File: src/rtl/kscan_pkg.sv
package kscan_pkg;
  localparam int unsigned KS_MAX_ROWS = 8;
  localparam int unsigned KS_MAX_COLS = 20;
  localparam int unsigned KS_IDLE_W   = 2;
  localparam int unsigned KS_EXT_W    = 7;
  localparam logic [7:0]  KS_GHOST_CODE = 8'hF5;

  typedef enum logic [2:0] {
    ST_OFF,
    ST_IDLE,
    ST_DRIVE,
    ST_EMIT,
    ST_GHOST,
    ST_FEND,
    ST_GAP
  } scan_st_e;
endpackage

File: src/rtl/kscan_seq.sv
module kscan_seq import kscan_pkg::*; #(
  parameter int unsigned ROW_W  = 3,
  parameter int unsigned COL_W  = 5,
  parameter int unsigned IDLE_W = KS_IDLE_W,
  parameter int unsigned EXT_W  = KS_EXT_W
) (
  input  logic              clk_i,
  input  logic              rst_ni,
  input  logic              enable_i,
  input  logic [ROW_W-1:0]  row_last_i,
  input  logic [COL_W-1:0]  col_last_i,
  input  logic [IDLE_W-1:0] col_idle_i,
  input  logic              ext_en_i,
  input  logic [EXT_W-1:0]  ext_cnt_i,
  input  logic              ghost_pend_i,
  output scan_st_e          st_o,
  output logic [COL_W-1:0]  col_o,
  output logic [ROW_W-1:0]  row_o,
  output logic              first_o
);
  localparam int unsigned CNT_W = EXT_W + 2;

  scan_st_e         st_q;
  logic [COL_W-1:0] col_q;
  logic [ROW_W-1:0] row_q;
  logic [CNT_W-1:0] cnt_q;
  logic [CNT_W-1:0] idle_last;
  logic [CNT_W-1:0] gap_last;
  logic             gap_go;

  assign idle_last = (col_idle_i == '0) ? '0 : CNT_W'(col_idle_i) - CNT_W'(1);
  assign gap_last  = {ext_cnt_i, 2'b00} - CNT_W'(1);
  assign gap_go    = ext_en_i && (ext_cnt_i != '0);

  always_ff @(posedge clk_i or negedge rst_ni) begin
    if (!rst_ni) begin
      st_q  <= ST_OFF;
      col_q <= '0;
      row_q <= '0;
      cnt_q <= '0;
    end else if (!enable_i) begin
      st_q  <= ST_OFF;
      col_q <= '0;
      row_q <= '0;
      cnt_q <= '0;
    end else begin
      unique case (st_q)
        ST_OFF: begin
          st_q  <= ST_IDLE;
          col_q <= '0;
          cnt_q <= '0;
        end
        ST_IDLE: begin
          if (cnt_q == idle_last) begin
            st_q  <= ST_DRIVE;
            cnt_q <= '0;
          end else begin
            cnt_q <= cnt_q + CNT_W'(1);
          end
        end
        ST_DRIVE: begin
          st_q  <= ST_EMIT;
          row_q <= '0;
        end
        ST_EMIT: begin
          if (row_q == row_last_i) begin
            row_q <= '0;
            if (col_q == col_last_i) begin
              st_q <= ghost_pend_i ? ST_GHOST : ST_FEND;
            end else begin
              col_q <= col_q + COL_W'(1);
              cnt_q <= '0;
              st_q  <= ST_IDLE;
            end
          end else begin
            row_q <= row_q + ROW_W'(1);
          end
        end
        ST_GHOST: st_q <= ST_FEND;
        ST_FEND: begin
          col_q <= '0;
          cnt_q <= '0;
          st_q  <= gap_go ? ST_GAP : ST_IDLE;
        end
        ST_GAP: begin
          if (cnt_q == gap_last) begin
            cnt_q <= '0;
            st_q  <= ST_IDLE;
          end else begin
            cnt_q <= cnt_q + CNT_W'(1);
          end
        end
        default: st_q <= ST_OFF;
      endcase
    end
  end

  assign st_o    = st_q;
  assign col_o   = col_q;
  assign row_o   = row_q;
  assign first_o = (st_q == ST_IDLE) && (col_q == '0) && (cnt_q == '0);
endmodule

File: src/rtl/kscan_ghost.sv
module kscan_ghost #(
  parameter int unsigned MAX_ROWS = 8,
  parameter int unsigned MAX_COLS = 20,
  parameter int unsigned COL_W    = 5
) (
  input  logic                clk_i,
  input  logic                rst_ni,
  input  logic                capture_i,
  input  logic                clear_i,
  input  logic [COL_W-1:0]    col_i,
  input  logic [MAX_ROWS-1:0] snap_i,
  output logic                ghost_o
);
  logic [MAX_COLS-1:0] hit;
  logic                flag_q;

  for (genvar c = 0; c < MAX_COLS; c++) begin : g_col
    logic [MAX_ROWS-1:0] snap_q;
    logic [MAX_ROWS-1:0] both;

    assign both = snap_q & snap_i;
    // two or more shared rows with an earlier column of this frame
    assign hit[c] = (COL_W'(c) < col_i) && ((both & (both - MAX_ROWS'(1))) != '0);

    always_ff @(posedge clk_i or negedge rst_ni) begin
      if (!rst_ni)                              snap_q <= '0;
      else if (capture_i && col_i == COL_W'(c)) snap_q <= snap_i;
    end
  end

  always_ff @(posedge clk_i or negedge rst_ni) begin
    if (!rst_ni)                  flag_q <= 1'b0;
    else if (clear_i)             flag_q <= 1'b0;
    else if (capture_i && |hit)   flag_q <= 1'b1;
  end

  assign ghost_o = flag_q;
endmodule

File: src/rtl/kscan_col_drv.sv
module kscan_col_drv #(
  parameter int unsigned MAX_COLS = 20,
  parameter int unsigned COL_W    = 5
) (
  input  logic                active_i,
  input  logic                pull_i,
  input  logic [COL_W-1:0]    col_i,
  output logic [MAX_COLS-1:0] drive_o,
  output logic [MAX_COLS-1:0] oe_o
);
  for (genvar c = 0; c < MAX_COLS; c++) begin : g_pin
    logic sel;
    assign sel        = (col_i == COL_W'(c));
    assign oe_o[c]    = sel & (active_i | pull_i);
    assign drive_o[c] = ~(sel & active_i);
  end
endmodule

File: src/rtl/kscan_top.sv
module kscan_top import kscan_pkg::*; #(
  parameter  int unsigned MAX_ROWS = KS_MAX_ROWS,
  parameter  int unsigned MAX_COLS = KS_MAX_COLS,
  parameter  int unsigned IDLE_W   = KS_IDLE_W,
  parameter  int unsigned EXT_W    = KS_EXT_W,
  localparam int unsigned ROW_W    = $clog2(MAX_ROWS),
  localparam int unsigned COL_W    = $clog2(MAX_COLS),
  localparam int unsigned IDX_W    = $clog2(MAX_ROWS * MAX_COLS)
) (
  input  logic                clk_i,
  input  logic                rst_ni,
  input  logic                enable_i,
  input  logic [ROW_W-1:0]    row_m1_i,
  input  logic [COL_W-1:0]    col_m1_i,
  input  logic [IDLE_W-1:0]   col_idle_i,
  input  logic                frame_ext_en_i,
  input  logic [EXT_W-1:0]    frame_ext_cnt_i,
  input  logic                ghost_en_i,
  input  logic                pull_high_i,
  input  logic [MAX_ROWS-1:0] rows_i,
  output logic [MAX_COLS-1:0] col_drive_o,
  output logic [MAX_COLS-1:0] col_oe_o,
  output logic                obs_valid_o,
  output logic [IDX_W-1:0]    obs_index_o,
  output logic                obs_pressed_o,
  output logic                frame_start_o,
  output logic                frame_end_o,
  output logic                ghost_o
);
  scan_st_e            st;
  logic [COL_W-1:0]    col;
  logic [ROW_W-1:0]    row;
  logic                first;
  logic [COL_W-1:0]    col_last;
  logic [MAX_ROWS-1:0] row_mask;
  logic [MAX_ROWS-1:0] pressed_now;
  logic [MAX_ROWS-1:0] pressed_q;
  logic                ghost_flag;
  logic [IDX_W-1:0]    row_cnt;
  logic [IDX_W-1:0]    key_idx;

  assign col_last = (col_m1_i > COL_W'(MAX_COLS - 1)) ? COL_W'(MAX_COLS - 1) : col_m1_i;

  for (genvar r = 0; r < MAX_ROWS; r++) begin : g_mask
    assign row_mask[r] = (ROW_W'(r) <= row_m1_i);
  end

  assign pressed_now = ~rows_i & row_mask;

  always_ff @(posedge clk_i or negedge rst_ni) begin
    if (!rst_ni)              pressed_q <= '0;
    else if (st == ST_DRIVE)  pressed_q <= pressed_now;
  end

  kscan_seq #(
    .ROW_W (ROW_W),
    .COL_W (COL_W),
    .IDLE_W(IDLE_W),
    .EXT_W (EXT_W)
  ) i_seq (
    .clk_i       (clk_i),
    .rst_ni      (rst_ni),
    .enable_i    (enable_i),
    .row_last_i  (row_m1_i),
    .col_last_i  (col_last),
    .col_idle_i  (col_idle_i),
    .ext_en_i    (frame_ext_en_i),
    .ext_cnt_i   (frame_ext_cnt_i),
    .ghost_pend_i(ghost_flag & ghost_en_i),
    .st_o        (st),
    .col_o       (col),
    .row_o       (row),
    .first_o     (first)
  );

  kscan_ghost #(
    .MAX_ROWS(MAX_ROWS),
    .MAX_COLS(MAX_COLS),
    .COL_W   (COL_W)
  ) i_ghost (
    .clk_i    (clk_i),
    .rst_ni   (rst_ni),
    .capture_i(st == ST_DRIVE),
    .clear_i  ((st == ST_FEND) || (st == ST_OFF)),
    .col_i    (col),
    .snap_i   (pressed_now),
    .ghost_o  (ghost_flag)
  );

  kscan_col_drv #(
    .MAX_COLS(MAX_COLS),
    .COL_W   (COL_W)
  ) i_col_drv (
    .active_i(st == ST_DRIVE),
    .pull_i  (pull_high_i && (st == ST_EMIT) && (row == '0)),
    .col_i   (col),
    .drive_o (col_drive_o),
    .oe_o    (col_oe_o)
  );

  assign row_cnt = IDX_W'(row_m1_i) + IDX_W'(1);
  assign key_idx = IDX_W'(col) * row_cnt + IDX_W'(row);

  assign obs_valid_o   = (st == ST_EMIT) || (st == ST_GHOST);
  assign obs_index_o   = (st == ST_GHOST) ? IDX_W'(KS_GHOST_CODE) : key_idx;
  assign obs_pressed_o = (st == ST_GHOST) || ((st == ST_EMIT) && pressed_q[row]);
  assign frame_start_o = first;
  assign frame_end_o   = (st == ST_FEND);
  assign ghost_o       = (st == ST_GHOST);
endmodule

File: config.mk
export PLATFORM = sky130hd
export DESIGN_NAME = kscan_top
export DESIGN_NICKNAME = d
export VERILOG_FILES = /design/src/rtl/kscan_pkg.sv /design/src/rtl/kscan_seq.sv /design/src/rtl/kscan_ghost.sv /design/src/rtl/kscan_col_drv.sv /design/src/rtl/kscan_top.sv
export SDC_FILE = /design/constraint.sdc
export NUM_CORES = 1
export LEC_CHECK = 0
export CAP_MARGIN = 0
export CORE_MARGIN = 2
export CORE_UTILIZATION = 45
export CTS_CLUSTER_SIZE = 14
export DETAILED_ROUTE_END_ITERATION = 16
export DONT_BUFFER_PORTS = 1
export HOLD_SLACK_MARGIN = 0.1
export PLACE_DENSITY = 0.59
export SETUP_SLACK_MARGIN = 0.4
export SLEW_MARGIN = 10
export SYNTH_ARGS = -nofsm -noshare
export SYNTH_HDL_FRONTEND = slang
export SYNTH_SLANG_ARGS = --single-unit
File: constraint.sdc
create_clock -name clk_i -period 7.9 [get_ports clk_i]
set_clock_uncertainty 0.2 [all_clocks]
set_input_delay 0.79 -clock clk_i [delete_from_list [all_inputs] [get_ports clk_i]]
set_output_delay 0.79 -clock clk_i [all_outputs]
set_load 0.01 [all_outputs]
## Word-level counts from Yosys, hierarchy flattened

Cells that the tools add are included.

- Register bits after elaboration: 189
- Output and inout bits: 53
- Word-level logic and storage cells: 334
- Bits of input ports: 31

- Bitwise operators: 104
- Multiply operators: 1
- Eq/ne operators: 36
- Add/subtract/negate cells: 27
- Mux-type cells: 28
- Magnitude comparators: 30
- Reductions and logical operators: 82

Operators by type and width:

| operator | count |
|---|---|
| $and A8 B8 Y8 | 41 |
| $reduce_bool A8 Y1 | 20 |
| $sub A8 B1 Y8 const B | 20 |
| $mux W9 | 6 |
| $logic_and A1 B1 Y1 | 47 |
| $and A1 B1 Y1 | 41 |
| $eq A5 B4 Y1 const B | 8 |
| $lt A4 B5 Y1 const A | 8 |
| $pmux W9 S4 | 1 |
| $mux W3 | 8 |
| $pmux W3 S7 | 1 |
| $eq A5 B3 Y1 const B | 4 |
| $eq A5 B5 Y1 const B | 4 |
| $lt A3 B5 Y1 const A | 4 |
| $lt A5 B5 Y1 const A | 4 |
| $mux W5 | 4 |
| $not A1 Y1 | 20 |
| $reduce_or A20 Y1 | 1 |
| $eq A9 B9 Y1 | 2 |
| $le A3 B3 Y1 const A | 4 |
| $ne A3 B2 Y1 const B | 4 |
| $eq A5 B2 Y1 const B | 2 |
| $lt A1 B5 Y1 const A | 2 |
| $lt A2 B5 Y1 const A | 2 |
| other kinds (37) | 50 |

## Depth between registers and ports, before layout

- Depth in word-level cells: 11
- Depth in mapped cells: 17
- Depth with buffers taken out: 15

## Hierarchy

A second synthesis with hierarchy kept.

- Cells, all modules: 1150
- Area total of the unflattened synthesis: 11763.8 sq um

By module, submodules not included:

| module | times used | sequential area each (sq um) | cells each | area each (sq um) |
|---|---|---|---|---|
| kscan_ghost | 1 | 4028.9 | 741 | 8325.5 |
| kscan_seq | 1 | 500.5 | 195 | 1676.6 |
| kscan_top | 1 | 200.2 | 145 | 1331.3 |
| kscan_col_drv | 1 | 0.0 | 69 | 430.4 |

## Least setup slack after synthesis

OpenSTA, ideal clock, no wires.

- Kind: in2out
- From: in row_m1_i[0]
- To: out obs_index_o[7]
- Required time: 6.910 ns
- Stages: 17
- Arrival time: 4.211 ns
- Setup slack: 2.699 ns
- Buffers on the path: 2
- Path through: buf_6 -> clkbuf_1 -> inv_1 -> ha_1 -> and2_1 -> ha_1 -> ha_1 -> inv_1 -> fa_1 -> inv_1 -> fa_1 -> a21o_1 -> a21oi_1 -> o21bai_1 -> a21oi_1 -> xnor2_1 -> nand2_1

- Cells in the longest elaborated chain, start to end: 4

Ends and longest elaborated chain:

| element | line | source |
|---|---|---|
| from (decl) | kscan_top.sv:13 | `input logic [ROW_W-1:0] row_m1_i,` |
| $add A3 B1 Y4 | kscan_top.sv:101 | `assign row_cnt = IDX_W'(row_m1_i) + IDX_W'(1);` |
| $mul A5 B4 Y8 | kscan_top.sv:102 | `assign key_idx = IDX_W'(col) * row_cnt + IDX_W'(row);` |
| $add A8 B3 Y8 | kscan_top.sv:102 |  |
| $mux W8 | kscan_top.sv:105 | `assign obs_index_o = (st == ST_GHOST) ? IDX_W'(KS_GHOST_CODE) : key_idx;` |
| to (decl) | kscan_top.sv:24 | `output logic [IDX_W-1:0] obs_index_o,` |

Every way passes these cells.

## Final worst setup path

Ends and elaborated chain as after synthesis.

==> metrics.txt <==
outcome=finished, final reports clean; overall routing resource usage=around 28%; drt wl/cell=22.30 µm; Max-slew headroom=21.02%; Post-Route WL=35,770 µm; slack of the critical path=2.832 ns; Final Setup Violations=0; Core Area=around 0.024 mm²; fmax=197.3 MHz; H-Tree Level Count=4; crit-path max FO=18; MaxCap Viol Count=0; worst flop-to-flop path endpoint=i_seq.st_o[1]$_DFFE_PN0P_; Cells after Synth=1,314; Synth Area in Adders=5.904%; critical path arrival=just over 4 ns; # fillers=~2,400; drt drc=0; reg-to-reg setup timing slack=4.31 ns; layout cells sized above 1=under 10%; total number of vias=9,863; Pleak=approximately 5.4 nW; Worst R2R Start=i_seq.col_o[2]$_DFFE_PN0P_; setup tns final=0 ns; Port-buffer cells=0; cell depth of the worst flop-to-flop path=7; die height=between 150 and 200 µm; main flop type after synthesis=dfrtp_1; layout net count=1,335; first-pass GRT wire length=55,520 µm; post-synthesis cell area=0.01115 mm²; Num CTS Buffers=17; CP required=6.91 ns; Peak supply drop=0.0001248 V; Area Growth Syn to Fin=7.778%; Worst setup endpoint=obs_index_o[7]; Final Max Slew Viols=0; initial DRC count=~1,000; Clock transition at path regs=0.07 ns; Synth Register Bits=roughly 190; CP startpoint=row_m1_i[0]; total gr overflow=0; vias per inst=6.149; main combinational cell family by area after synthesis=compound AO/OA/AOI/OAI gates; Hold Path Class=input port to async pin; I/O Pins=84; Tcrit/Tclk final=64.15%; Worst-Skew Late Latency=0.44 ns; initial antenna violation count=1; post-CTS resize count=0; Antenna Nets Post-Route=0; worst slew pin tran=1.182 ns; Die Wd=roughly 160 µm; Yosys warnings=0; Power Density=202.8 mW/mm²; EDFF count, synth=0; Final Hold Viols=0; Mean Syn Cell Area=8.483 µm²; xor and xnor area share after synthesis=2.200%; FFs w/ async S/R, synth=100.0%; Rows=between 50 and 60; crit start category=input port; root buf cell=clkbuf_16; Die ar.=0.02605 mm²; vias in the first global route=9,277; Final GP Congestion=around 0.94; drt pass-1 iters=14; compound-gate portion of the synthesized area=23.04%; final hold slack=0.1478 ns; clk buf depth=2; sequential fraction of the synthesis area=42.43%; min Tclk post-route=5.068 ns; pre-CTS WS=2.854 ns; post-synthesis mux area share=0.6735%; Sink Count=189; Net Count, Synth=1,383; Worst setup EP type=primary output; critical path class=input port to primary output; largest net degree at the start of global routing=190; CTS tree=built; RSZ-0062 raised after global routing=false; HPWL after DPL=23,780 µm; simple-gate share of the synthesized area=21.28%; post-synthesis cell type count=a little under 80; Initial Util=45.84%; Setup Buffers After CTS=0
[registers in the layout, indices dropped and copies added (netlist names)]
signal,cells
pressed_q,8
i_ghost.g_col.snap_q,160
i_seq.st_o,3
i_seq.col_o,5
i_ghost.ghost_o,1
i_seq.cnt_q,9
i_seq.row_o,3
[where the power goes]
part / internal [mW] / leakage, nW / switching, mW
Sequential: 1.02 / 1.83 / 0.0439
Combinational: 0.144 / 3.29 / 0.286
Clock: 0.547 / 0.315 / 0.398
Total: 1.71 / 5.43 / 0.728
[worst min path at each step]
stage                                       startpoint                                       to  cells past startpoint  slack [ns]
5_1_grt                                         rst_ni               i_seq.cnt_q[7]$_DFFE_PN0P_                      1        0.26
4_1_cts                                         rst_ni               i_seq.cnt_q[7]$_DFFE_PN0P_                      1        0.27
3_3_place_gp   i_ghost.g_col[13].snap_q[6]$_DFFE_PN0P_  i_ghost.g_col[13].snap_q[6]$_DFFE_PN0P_                      2        0.25
3_5_place_dp   i_ghost.g_col[13].snap_q[6]$_DFFE_PN0P_  i_ghost.g_col[13].snap_q[6]$_DFFE_PN0P_                      2        0.26
6_report                                        rst_ni               i_seq.cnt_q[7]$_DFFE_PN0P_                      1        0.15
2_1_floorplan  i_ghost.g_col[15].snap_q[7]$_DFFE_PN0P_  i_ghost.g_col[15].snap_q[7]$_DFFE_PN0P_                      2        0.24
[area by class of cell]
type	count	area (µm²)	share of cell area, %
flip-flops and latches	189	4730	39.37
repair buffers	17	147.6	1.229
inverters	38	142.6	1.187
clock inverters	10	152.6	1.271
clock buffers	22	494.2	4.114
multi-input cells	1003	5939	49.44
diodes	1	2.502	0.02083
well taps	324	405.4	3.374
[critical path, stage by stage]
cell and delay [ns]:
ha_1 0.18, ha_1 0.36, nand2_1 0.10, fa_1 0.52, fa_1 0.54, inv_1 0.04
ha_1 0.28, ha_1 0.34, a21o_1 0.18, a21oi_1 0.23, o21bai_1 0.09, a21oi_1 0.17
xnor2_1 0.14, nand2_1 0.11
[cell families after synthesis]
family	Yosys count
AND/OR/NAND/NOR	518
AO/OA/AOI/OAI	401
flip-flops	189
buffers and inverters	122
adder cells (fa/ha/maj)	51
XOR/XNOR	28
multiplexers	5
[repair_timing]
| action | CTS | global route |
|---|---|---|
| endpoints found under the hold margin | 189 | 0 |
| hold buffers | 1 | 0 |
| endpoints found under the setup margin | 0 | 0 |
[layout by cell type (no fill, tap or decap), types with 14 or more instances in the layout]
cell type,instances
a32o_1,17
buf_4,16
nand2b_1,15
a21oi_1,32
a22oi_1,26
a32oi_1,15
nor2_1,55
ha_1,31
nand3_1,49
a31oi_1,17
clkbuf_16,17
and2_1,14
o21ai_0,196
dfrtp_1,189
and3_1,31
nand2_1,289
xnor2_1,20
inv_1,38
[per-stage QoR]
stage	cell area, µm²	instances	total power [mW]	util, %
6_report	12010	1604	2.437	49.40
5_1_grt	12010	1604	2.538	49.40
4_1_cts	12010	1603	2.444	49.39
3_5_place_dp	11340	1570	1.484	46.62
3_3_place_gp	11340	1570	1.478	46.62
2_1_floorplan	11150	1314	1.375	-
[synthesized netlist by cell type, types with 7 or more instances]
master     count  area, µm²
xnor2_1       20      175.2
a22oi_1       26      195.2
a22o_1         9      78.83
nand3_1       49      245.2
maj3_1        13      130.1
nand4_1        8      50.05
o2111ai_1      7      61.31
buf_2          8      40.04
clkbuf_1      70      262.8
nand2_1      289       1085
a32oi_1       15      131.4
o211ai_1       9      67.56
inv_1         38      142.6
and2_1        14      87.58
xor2_1         8      70.07
ha_1          31      387.9
nor2_1        58      217.7
dfrtp_1      189       4730
o21ai_0      196      980.9
a32o_1        17      170.2
a21oi_1       32      160.2
fa_1           7      140.1
nand2b_1      15      93.84
nor2b_1       13      81.33
nor3_1         7      35.03
a31oi_1       17      106.4
o21ai_1        7      35.03
and3_1        31      193.9
[routing by layer]
| layer | GRT usage [%] | part of all wire, % | routed length, µm |
|---|---|---|---|
| met5 | 0 | 0 | 0 |
| met4 | 8.401 | 2.6 | 938 |
| met3 | 5.984 | 7.0 | 2498 |
| met2 | 44.37 | 46 | 16370 |
| met1 | 38.83 | 45 | 15960 |
Note: power is estimated with default switching activity, not from simulation.
